## src/rtl/ips_pkg.sv

```systemverilog
`timescale 1ns/1ps
package ips_pkg;
    localparam int unsigned POLICIES_DEF = 5;
    localparam int unsigned CORES_DEF    = 4;
    localparam int unsigned CNT_W_DEF    = 12;
    localparam int unsigned SET_W_DEF    = 11;
    localparam int unsigned GROUP_W_DEF  = 7;
endpackage

```

## src/rtl/ips_halving_bank.sv

```systemverilog
`timescale 1ns/1ps
// Group of saturating counters sharing one aging rule: when any of them
// would reach all-ones, every counter is halved on the same edge.
module ips_halving_bank #(
    parameter int unsigned N = 5,
    parameter int unsigned W = 12
) (
    input  logic                  clk,
    input  logic                  rst_n,
    input  logic [N-1:0]          bump,
    output logic [N-1:0][W-1:0]   count
);
    localparam logic [W-1:0] CEIL = '1;

    logic [N-1:0][W-1:0] raised;
    logic [N-1:0][W-1:0] next_count;
    logic                crest;

    always_comb begin
        crest = 1'b0;
        for (int i = 0; i < N; i++) begin
            raised[i] = count[i] + W'(bump[i]);
            if (raised[i] == CEIL) crest = 1'b1;
        end
    end

    always_comb begin
        for (int i = 0; i < N; i++) begin
            next_count[i] = crest ? (raised[i] >> 1) : raised[i];
        end
    end

    always_ff @(posedge clk) begin
        if (!rst_n) count <= '0;
        else        count <= next_count;
    end

    generate
        for (genvar g = 0; g < N; g++) begin : g_chk
            // for the policy group, R8 for the core group
            p_below_ceil_r5: assert property (@(posedge clk) disable iff (!rst_n)
                count[g] != CEIL);
            p_idle_stable_r3: assert property (@(posedge clk) disable iff (!rst_n)
                (!bump[g] && !crest) |=> $stable(count[g]));
            p_halved_r8: assert property (@(posedge clk) disable iff (!rst_n)
                crest |=> (count[g] <= (CEIL >> 1)));
        end
    endgenerate
endmodule

```

## src/rtl/ips_argmin.sv

```systemverilog
`timescale 1ns/1ps
// Index of the smallest value; ties resolve to the lowest index.
module ips_argmin #(
    parameter int unsigned N     = 5,
    parameter int unsigned W     = 12,
    parameter int unsigned IDX_W = $clog2(N)
) (
    input  logic [N-1:0][W-1:0] vals,
    output logic [IDX_W-1:0]    idx
);
    logic [W-1:0] lowest;

    always_comb begin
        idx    = '0;
        lowest = vals[0];
        for (int i = 1; i < N; i++) begin
            if (vals[i] < lowest) begin
                lowest = vals[i];
                idx    = IDX_W'(i);
            end
        end
    end
endmodule

```

## src/rtl/ips_rate_judge.sv

```systemverilog
`timescale 1ns/1ps
// Flags each entry whose count is below one quarter of the group peak.
module ips_rate_judge #(
    parameter int unsigned N = 4,
    parameter int unsigned W = 12
) (
    input  logic [N-1:0][W-1:0] cnt,
    output logic [N-1:0]        low
);
    logic [W-1:0] peak;

    always_comb begin
        peak = '0;
        for (int i = 0; i < N; i++) begin
            if (cnt[i] > peak) peak = cnt[i];
        end
    end

    always_comb begin
        for (int i = 0; i < N; i++) begin
            low[i] = ({cnt[i], 2'b00} < {2'b00, peak});
        end
    end
endmodule

```

## src/rtl/ips_selector.sv

```systemverilog
`timescale 1ns/1ps
module ips_selector #(
    parameter int unsigned POLICIES = ips_pkg::POLICIES_DEF,
    parameter int unsigned CORES    = ips_pkg::CORES_DEF,
    parameter int unsigned CNT_W    = ips_pkg::CNT_W_DEF,
    parameter int unsigned SET_W    = ips_pkg::SET_W_DEF,
    parameter int unsigned GROUP_W  = ips_pkg::GROUP_W_DEF,
    localparam int unsigned POL_W   = $clog2(POLICIES),
    localparam int unsigned CORE_W  = $clog2(CORES)
) (
    input  logic              clk,
    input  logic              rst_n,
    input  logic              ins_valid,
    input  logic [SET_W-1:0]  ins_set,
    input  logic              ins_demand,
    input  logic [CORE_W-1:0] ins_core,
    output logic [POL_W-1:0]  pol_sel,
    output logic [CORES-1:0]  core_low
);
    localparam logic [SET_W-1:0] GROUP_MASK = SET_W'((1 << GROUP_W) - 1);

    logic [SET_W-1:0]                slot;
    logic                            in_sample;
    logic [POLICIES-1:0]             pol_bump;
    logic [CORES-1:0]                core_bump;
    logic [POLICIES-1:0][CNT_W-1:0]  pol_cnt;
    logic [CORES-1:0][CNT_W-1:0]     core_cnt;

    assign slot      = ins_set & GROUP_MASK;
    assign in_sample = (slot < SET_W'(POLICIES));

    generate
        for (genvar p = 0; p < POLICIES; p++) begin : g_pol_dec
            assign pol_bump[p] = ins_valid && ins_demand && (slot == SET_W'(p));
        end
        for (genvar c = 0; c < CORES; c++) begin : g_core_dec
            assign core_bump[c] = ins_valid && (ins_core == CORE_W'(c));
        end
    endgenerate

    ips_halving_bank #(.N(POLICIES), .W(CNT_W)) u_pol_bank (
        .clk   (clk),
        .rst_n (rst_n),
        .bump  (pol_bump),
        .count (pol_cnt)
    );

    ips_halving_bank #(.N(CORES), .W(CNT_W)) u_core_bank (
        .clk   (clk),
        .rst_n (rst_n),
        .bump  (core_bump),
        .count (core_cnt)
    );

    ips_argmin #(.N(POLICIES), .W(CNT_W), .IDX_W(POL_W)) u_argmin (
        .vals (pol_cnt),
        .idx  (pol_sel)
    );

    ips_rate_judge #(.N(CORES), .W(CNT_W)) u_judge (
        .cnt (core_cnt),
        .low (core_low)
    );

    // at most one policy counter is bumped per event
    p_one_bump_r2: assert property (@(posedge clk) disable iff (!rst_n)
        $onehot0(pol_bump));
    // prefetch or follower fills leave policy counters alone
    p_follower_quiet_r3: assert property (@(posedge clk) disable iff (!rst_n)
        (ins_valid && (!ins_demand || !in_sample)) |=> $stable(pol_cnt));
    // selection stays within the policy range
    p_sel_range_r4: assert property (@(posedge clk) disable iff (!rst_n)
        pol_sel < POL_W'(POLICIES));
    generate
        for (genvar k = 0; k < POLICIES; k++) begin : g_min_chk
            // the chosen policy's counter is no larger than any other
            p_sel_min_r4: assert property (@(posedge clk) disable iff (!rst_n)
                pol_cnt[pol_sel] <= pol_cnt[k]);
        end
    endgenerate
    // the core holding the peak is never flagged low
    p_peak_not_low_r7: assert property (@(posedge clk) disable iff (!rst_n)
        core_low != '1);
endmodule

```

## config.mk

```make
export PLATFORM = sky130hd
export DESIGN_NAME = ips_selector
export DESIGN_NICKNAME = d
export VERILOG_FILES = /design/src/rtl/ips_pkg.sv /design/src/rtl/ips_halving_bank.sv /design/src/rtl/ips_argmin.sv /design/src/rtl/ips_rate_judge.sv /design/src/rtl/ips_selector.sv
export SDC_FILE = /design/constraint.sdc
export NUM_CORES = 1
export LEC_CHECK = 0
export ABC_AREA = 1
export BUFFER_PORTS_ARGS = -buffer_cell sky130_fd_sc_hd__clkbuf_2
export CORE_MARGIN = 2
export CORE_UTILIZATION = 49
export DETAILED_ROUTE_END_ITERATION = 10
export GPL_TIMING_DRIVEN = 0
export REMOVE_ABC_BUFFERS = 1
export SLEW_MARGIN = 20
export SYNTH_ARGS = -nofsm -noshare
export SYNTH_HDL_FRONTEND = slang
export SYNTH_HIERARCHICAL = 1
export SYNTH_SLANG_ARGS = --single-unit
```

## constraint.sdc

```tcl
create_clock -name clk -period 8.4 [get_ports clk]
set_clock_uncertainty 0.05 [all_clocks]
set_input_delay 1.26 -clock clk [delete_from_list [all_inputs] [get_ports clk]]
set_output_delay 1.26 -clock clk [all_outputs]
set_load 0.02 [all_outputs]
```

==> Word-level counts from Yosys, hierarchy flattened <==
Index checks and enable logic that the tools add are counted.
{ "classes": {"n_mul": 0, "n_shift": 0, "n_addsub": 9, "bitwise_logic": 1, "reduce_logical": 14, "div": 0, "n_lt_le_gt_ge": 12, "muxes": 29, "n_eq_ne": 16} }
{ "ops": {"columns": ["op", "count"], "rows": [
  ["$add 12x1->12", 9],
  ["$eq 12x12->1 const B", 9],
  ["$mux 11", 9],
  ["$mux 12", 7],
  ["$lt 14x12->1", 4],
  ["$lt 12x12->1", 4],
  ["$gt 12x12->1", 3],
  ["$eq 7x2->1 const B", 2],
  ["$gt 12x1->1 const B", 1],
  ["$logic_not 11->1", 1],
  ["$logic_and 1x1->1", 10],
  ["$mux 1", 10],
  ["$eq 7x1->1 const B", 1],
  ["$eq 7x3->1 const B", 1],
  ["$eq 2x2->1 const B", 2],
  ["$mux 2", 2],
  ["$reduce_or 2->1", 2],
  ["$mux 3", 1],
  ["$eq 2x1->1 const B", 1],
  ["$logic_not 2->1", 1],
  ["$not 1->1", 1]
]} }
{ "totals": {"regBits": 108, "word_cells": 99, "latchBits": 0, "mem_bits_rw": 0, "inputBits": 17, "romBits": 0, "memories": 0, "output_inout_bits": 7} }

==> Depth between registers and ports, before layout <==
{ "depth": {"depth_word": 10, "depth_mapped": 46, "depth_no_buf": 45} }

==> Cells and area by module <==
Netlist, hierarchy kept.
{ "by_module_without_submodules": {"columns": ["mod", "cells_each", "area_each_um2", "seq_area_each_um2", "n_inst"], "rows": [
  ["ips_halving_bank (u_pol_bank)", 785, 4366.7, 1201.2, 1],
  ["ips_halving_bank (u_core_bank)", 625, 3629.7, 960.9, 1],
  ["ips_rate_judge", 428, 2484.9, 0.0, 1],
  ["ips_argmin", 257, 1550.2, 0.0, 1],
  ["ips_selector", 31, 127.6, 0.0, 1]
]} }

==> Worst setup path after synthesis <==
No wires, ideal clock.
{ "synth_timing": {"path_type": "reg-to-output", "startpoint": "register u_pol_bank/count[7] (netlist name)", "endpoint": "output port pol_sel[2]", "path_stages_with_launch": 34, "path_slack_ns": 1.300, "t_arrival_ns": 5.790, "t_required_ns": 7.090, "path_buffers": 3, "cell_sequence": "dfxtp_1 inv_1 ha_1 nand2_1 inv_2 nand2_1 nand2_1 a21oi_4 nand2_4 clkbuf_1 nand2_1 o21ai_0 ha_1 a21oi_1 nor2_1 a211oi_1 nand3_4 clkbuf_1 nand2_1 o21ai_0 ha_1 nand2_1 o21bai_1 a21oi_1 a2111oi_0 nand2_4 buf_2 nand2_1 o21ai_0 ha_1 a21oi_1 o21ai_0 a41oi_1 a21boi_1"} }
{ "synth_via": {"elab_chain_cells": 8} }
{ "synth_lines": {"columns": ["item", "line", "text"], "rows": [
  ["from (decl)", "ips_halving_bank.sv:11", "output logic [N-1:0][W-1:0] count"],
  ["from (signal assigned)", "ips_halving_bank.sv:35", "else count <= next_count;"],
  ["$lt 12x12->1", "ips_argmin.sv:17", "if (vals[i] < lowest) begin"],
  ["$mux 12 (*)", "ips_argmin.sv:17", null],
  ["$lt 12x12->1", "ips_argmin.sv:17", null],
  ["$mux 12 (*)", "ips_argmin.sv:17", null],
  ["$lt 12x12->1", "ips_argmin.sv:17", null],
  ["$mux 12 (*)", "ips_argmin.sv:17", null],
  ["$lt 12x12->1 (*)", "ips_argmin.sv:17", null],
  ["$mux 3 (*)", "ips_argmin.sv:17", null],
  ["to (decl)", "ips_selector.sv:17", "output logic [POL_W-1:0] pol_sel,"]
]} }
Mark *: on every way between the ends. The rest lies on a longest branch, timed or not.

==> Final worst setup path <==
{ "layout_timing": {"startpoint": "register u_core_bank/count[5] (netlist name)", "endpoint": "output port core_low[0]"} }
{ "layout_via": {"elab_chain_cells": 9} }
{ "layout_lines": {"columns": ["item", "line", "text"], "rows": [
  ["from (decl)", "ips_halving_bank.sv:11", null],
  ["from (signal assigned)", "ips_halving_bank.sv:35", null],
  ["$gt 12x1->1", "ips_rate_judge.sv:15", "if (cnt[i] > peak) peak = cnt[i];"],
  ["$mux 12", "ips_rate_judge.sv:15", null],
  ["$gt 12x12->1", "ips_rate_judge.sv:15", null],
  ["$mux 12", "ips_rate_judge.sv:15", null],
  ["$gt 12x12->1", "ips_rate_judge.sv:15", null],
  ["$mux 12", "ips_rate_judge.sv:15", null],
  ["$gt 12x12->1", "ips_rate_judge.sv:15", null],
  ["$mux 12", "ips_rate_judge.sv:15", null],
  ["$lt 14x12->1 (*)", "ips_rate_judge.sv:21", "low[i] = ({cnt[i], 2'b00} < {2'b00, peak});"],
  ["to (decl)", "ips_selector.sv:18", "output logic [CORES-1:0] core_low"]
]} }
Marks and branches as above.

==> flow_summary.json <==
{
  "insertion_delay_ns": 0.37,
  "grt_overflow_total": 0,
  "synth_top_area_cell": "nand2_1",
  "avgViaCountPerCell": 5.05,
  "p_leak_uw": 0.00688,
  "cts.htree.levels": 3,
  "cp_slowest_cell": "dfxtp_1",
  "min_period_ns": 7.82,
  "stdcell_area_um2": 12800,
  "cts-root-buf": "clkbuf_16",
  "arrival_ns": 6.51,
  "drt-initial-drc-count": 784,
  "dieArea_um2": 26100,
  "r2r_end": "u_core_bank/count[20]",
  "synth_area_leaders": "nand2_1 22%, dfxtp_1 18%, ha_1 12%",
  "cp_top_family": "compound AO/OA/AOI/OAI gates",
  "syn-cell-area_um2": 12200,
  "initial_core_util": 0.500,
  "hp-class": "reg -> reg",
  "p_per_area_nw_per_um2": 129,
  "drv_cap": 0,
  "rsz0062_at_grt": "no",
  "synth_cells": 2126,
  "drive_above_1_share": 0.0869,
  "tightest_slew_ns": 0.978,
  "fin_nets": 2249,
  "rows": 57,
  "cts_setup_buffers": 0,
  "boundaryPins": 24,
  "synth_seq_area_share": 0.178,
  "netlist-cell-type-count": 45,
  "setup_viol": 0,
  "cts_sinks": 108,
  "required_ns": 7.09,
  "antenna_found_initial": 0,
  "cts_tree": "built",
  "holdWs_ns": 0.583,
  "start_kind": "register",
  "core-area_um2": 24300,
  "dp_hpwl_mm": 25.6,
  "whs_path_depth": 4,
  "num_antenna_cells": 0,
  "post-route-period-util": 0.931,
  "grt_first_pass_wirelength_mm": 55.5,
  "antenna_left": 0,
  "synth_edf_count": 0,
  "cts_buffers": 9,
  "regToRegStartpoint": "u_core_bank/count[12]",
  "place_area_um2": 12500,
  "num-fill-cells": 2641,
  "place_congestion": 0.892,
  "yosysMostFrequentCell": "nand2_1",
  "worstPathBufferInverterCount": 6,
  "synth-main-ff-cell": "dfxtp_1",
  "setup_tns_ns": 0,
  "die_h_um": 162,
  "wl_mm": 33.3,
  "async_reset_ff_frac": 0,
  "worstRegToRegCells": 13,
  "die_x_um": 162,
  "syn_area_per_cell_um2": 5.72,
  "synth_common_cells": "706 x nand2_1, 317 x nor2_1, 305 x inv_1",
  "slew_violations": 0,
  "ir_drop_mv": 0.112,
  "synthToLayoutAreaGrowth_pct": 5.68,
  "crit_type": "reg -> out",
  "yosysTopAreaCellShare": 0.218,
  "clockBufferDepth": 2,
  "grt_max_degree": 102,
  "drc": 0,
  "hold_viol": 0,
  "dr.pass1.iters": 6,
  "cpPeakStageDelay_ns": 0.53,
  "maxSlewHeadroom": 0.347,
  "cp-end-kind": "output pin",
  "r2r_setup_slack_ns": 4.79,
  "crit_top_cell": "nand2_1",
  "clk_pin_slew_ns": 0.10,
  "numPortBuffers": 19,
  "track_usage": 0.261,
  "vias": 12331,
  "ys_warn_count": 6,
  "holdPathEnd": "u_pol_bank/count[23]",
  "avgRoutedWirePerCell_um": 13.6,
  "cp_max_fo": 23,
  "status": "completed",
  "grt_pass1_vias": 11506,
  "ys_ff_latch": 108,
  "fmax_ghz": 0.128,
  "min-delay-start": "u_pol_bank/count[23]"
}
## worst max-delay path by stage
stage | from | to | slack, ns | depth (start not counted)
final | u_core_bank/count[5] | core_low[0] | 0.58 | 32
after global routing | u_pol_bank/count[6] | pol_sel[2] | 0.02 | 28
after CTS | u_pol_bank/count[6] | pol_sel[2] | 0.22 | 28
after detailed placement | u_pol_bank/count[6] | pol_sel[2] | 0.15 | 28
after global placement | u_pol_bank/count[6] | pol_sel[2] | 0.12 | 28
after floorplan | u_pol_bank/count[7] | pol_sel[2] | 1.42 | 28
## through the flow
| step | util | power (µW) | instances | setup WS, ns |
|---|---|---|---|---|
| 6_report | 0.528 | 1650 | 2442 | 0.580 |
| 5_1_grt | 0.528 | 1780 | 2442 | 0.0153 |
| 4_1_cts | 0.528 | 1670 | 2442 | 0.216 |
| 3_5_place_dp | 0.515 | 1190 | 2426 | 0.152 |
| 3_3_place_gp | 0.510 | 1180 | 2422 | 0.117 |
| 2_1_floorplan | - | 1030 | 2079 | 1.42 |
## cell type report
type	instances	area, µm²	share of cell area
Inverter	325	1220	0.0949
Clock inverter	7	88.8	0.00691
Multi-Input combinational cell	1646	8560	0.666
Sequential cell	108	2160	0.168
Timing Repair Buffer	23	190	0.0148
Tap cell	324	405	0.0315
Clock buffer	9	225	0.0175
## flip-flops by register name, summed over array words and instances (netlist names)
register / cells
u_core_bank/count: 48
u_pol_bank/count: 60
## logic make-up (layout without fill, tap and decap cells)
logic type	count (synthesis)	count (layout)	share of synthesized area
fa+ha+maj	119	119	0.122
simple gates	1384	1384	0.508
flops	108	108	0.178
compound gates	133	133	0.0623
buf+inv	372	364	0.122
xor+xnor	10	10	0.00782
## power breakdown
group          leakage, µW  switching [µW]  internal (µW)  total, µW
Clock             0.000152             228            241        469
Sequential        0.000870            2.47            513        515
Combinational      0.00586             451            219        670
## worst reg2reg max path, stage by stage (launching register included)
cell and delay (ns):
dfxtp_1 0.49, ha_1 0.29, ha_1 0.23, nand3_2 0.11, nor2_2 0.19, nand4_1 0.10
nand2_1 0.16, nor2_1 0.07, nand2_1 0.07, nand2_2 0.07, inv_2 0.53, nand2_1 0.79
nor2_1 0.28, nor2_1 0.07
## cells in the final DEF (no fill, tap or decap), types with 18 or more instances in the layout
cell type	n
a21oi_1	34
clkbuf_2	18
dfxtp_1	108
ha_1	119
inv_1	305
inv_2	19
nand2_1	705
nand2_2	28
nand3_1	171
nand3b_1	25
nand4_1	35
nor2_1	316
nor2_2	39
o21ai_0	59
## metal layers
layer  GRT usage  up-vias  share of wire
met5           0        -              0
met4      0.0889        0          0.028
met3      0.0221       44          0.028
met2       0.481      201           0.49
met1       0.317     5476           0.45
li1            -     6610              -
## timing repair
item | in CTS | in global routing
cloned | 0 | 0
setup endpoints to repair | 5 | 7
resized for setup | 3 | 15
hold buffers | 0 | 0
hold endpoints to repair | 0 | 0
(Power assumes the default switching activity.)
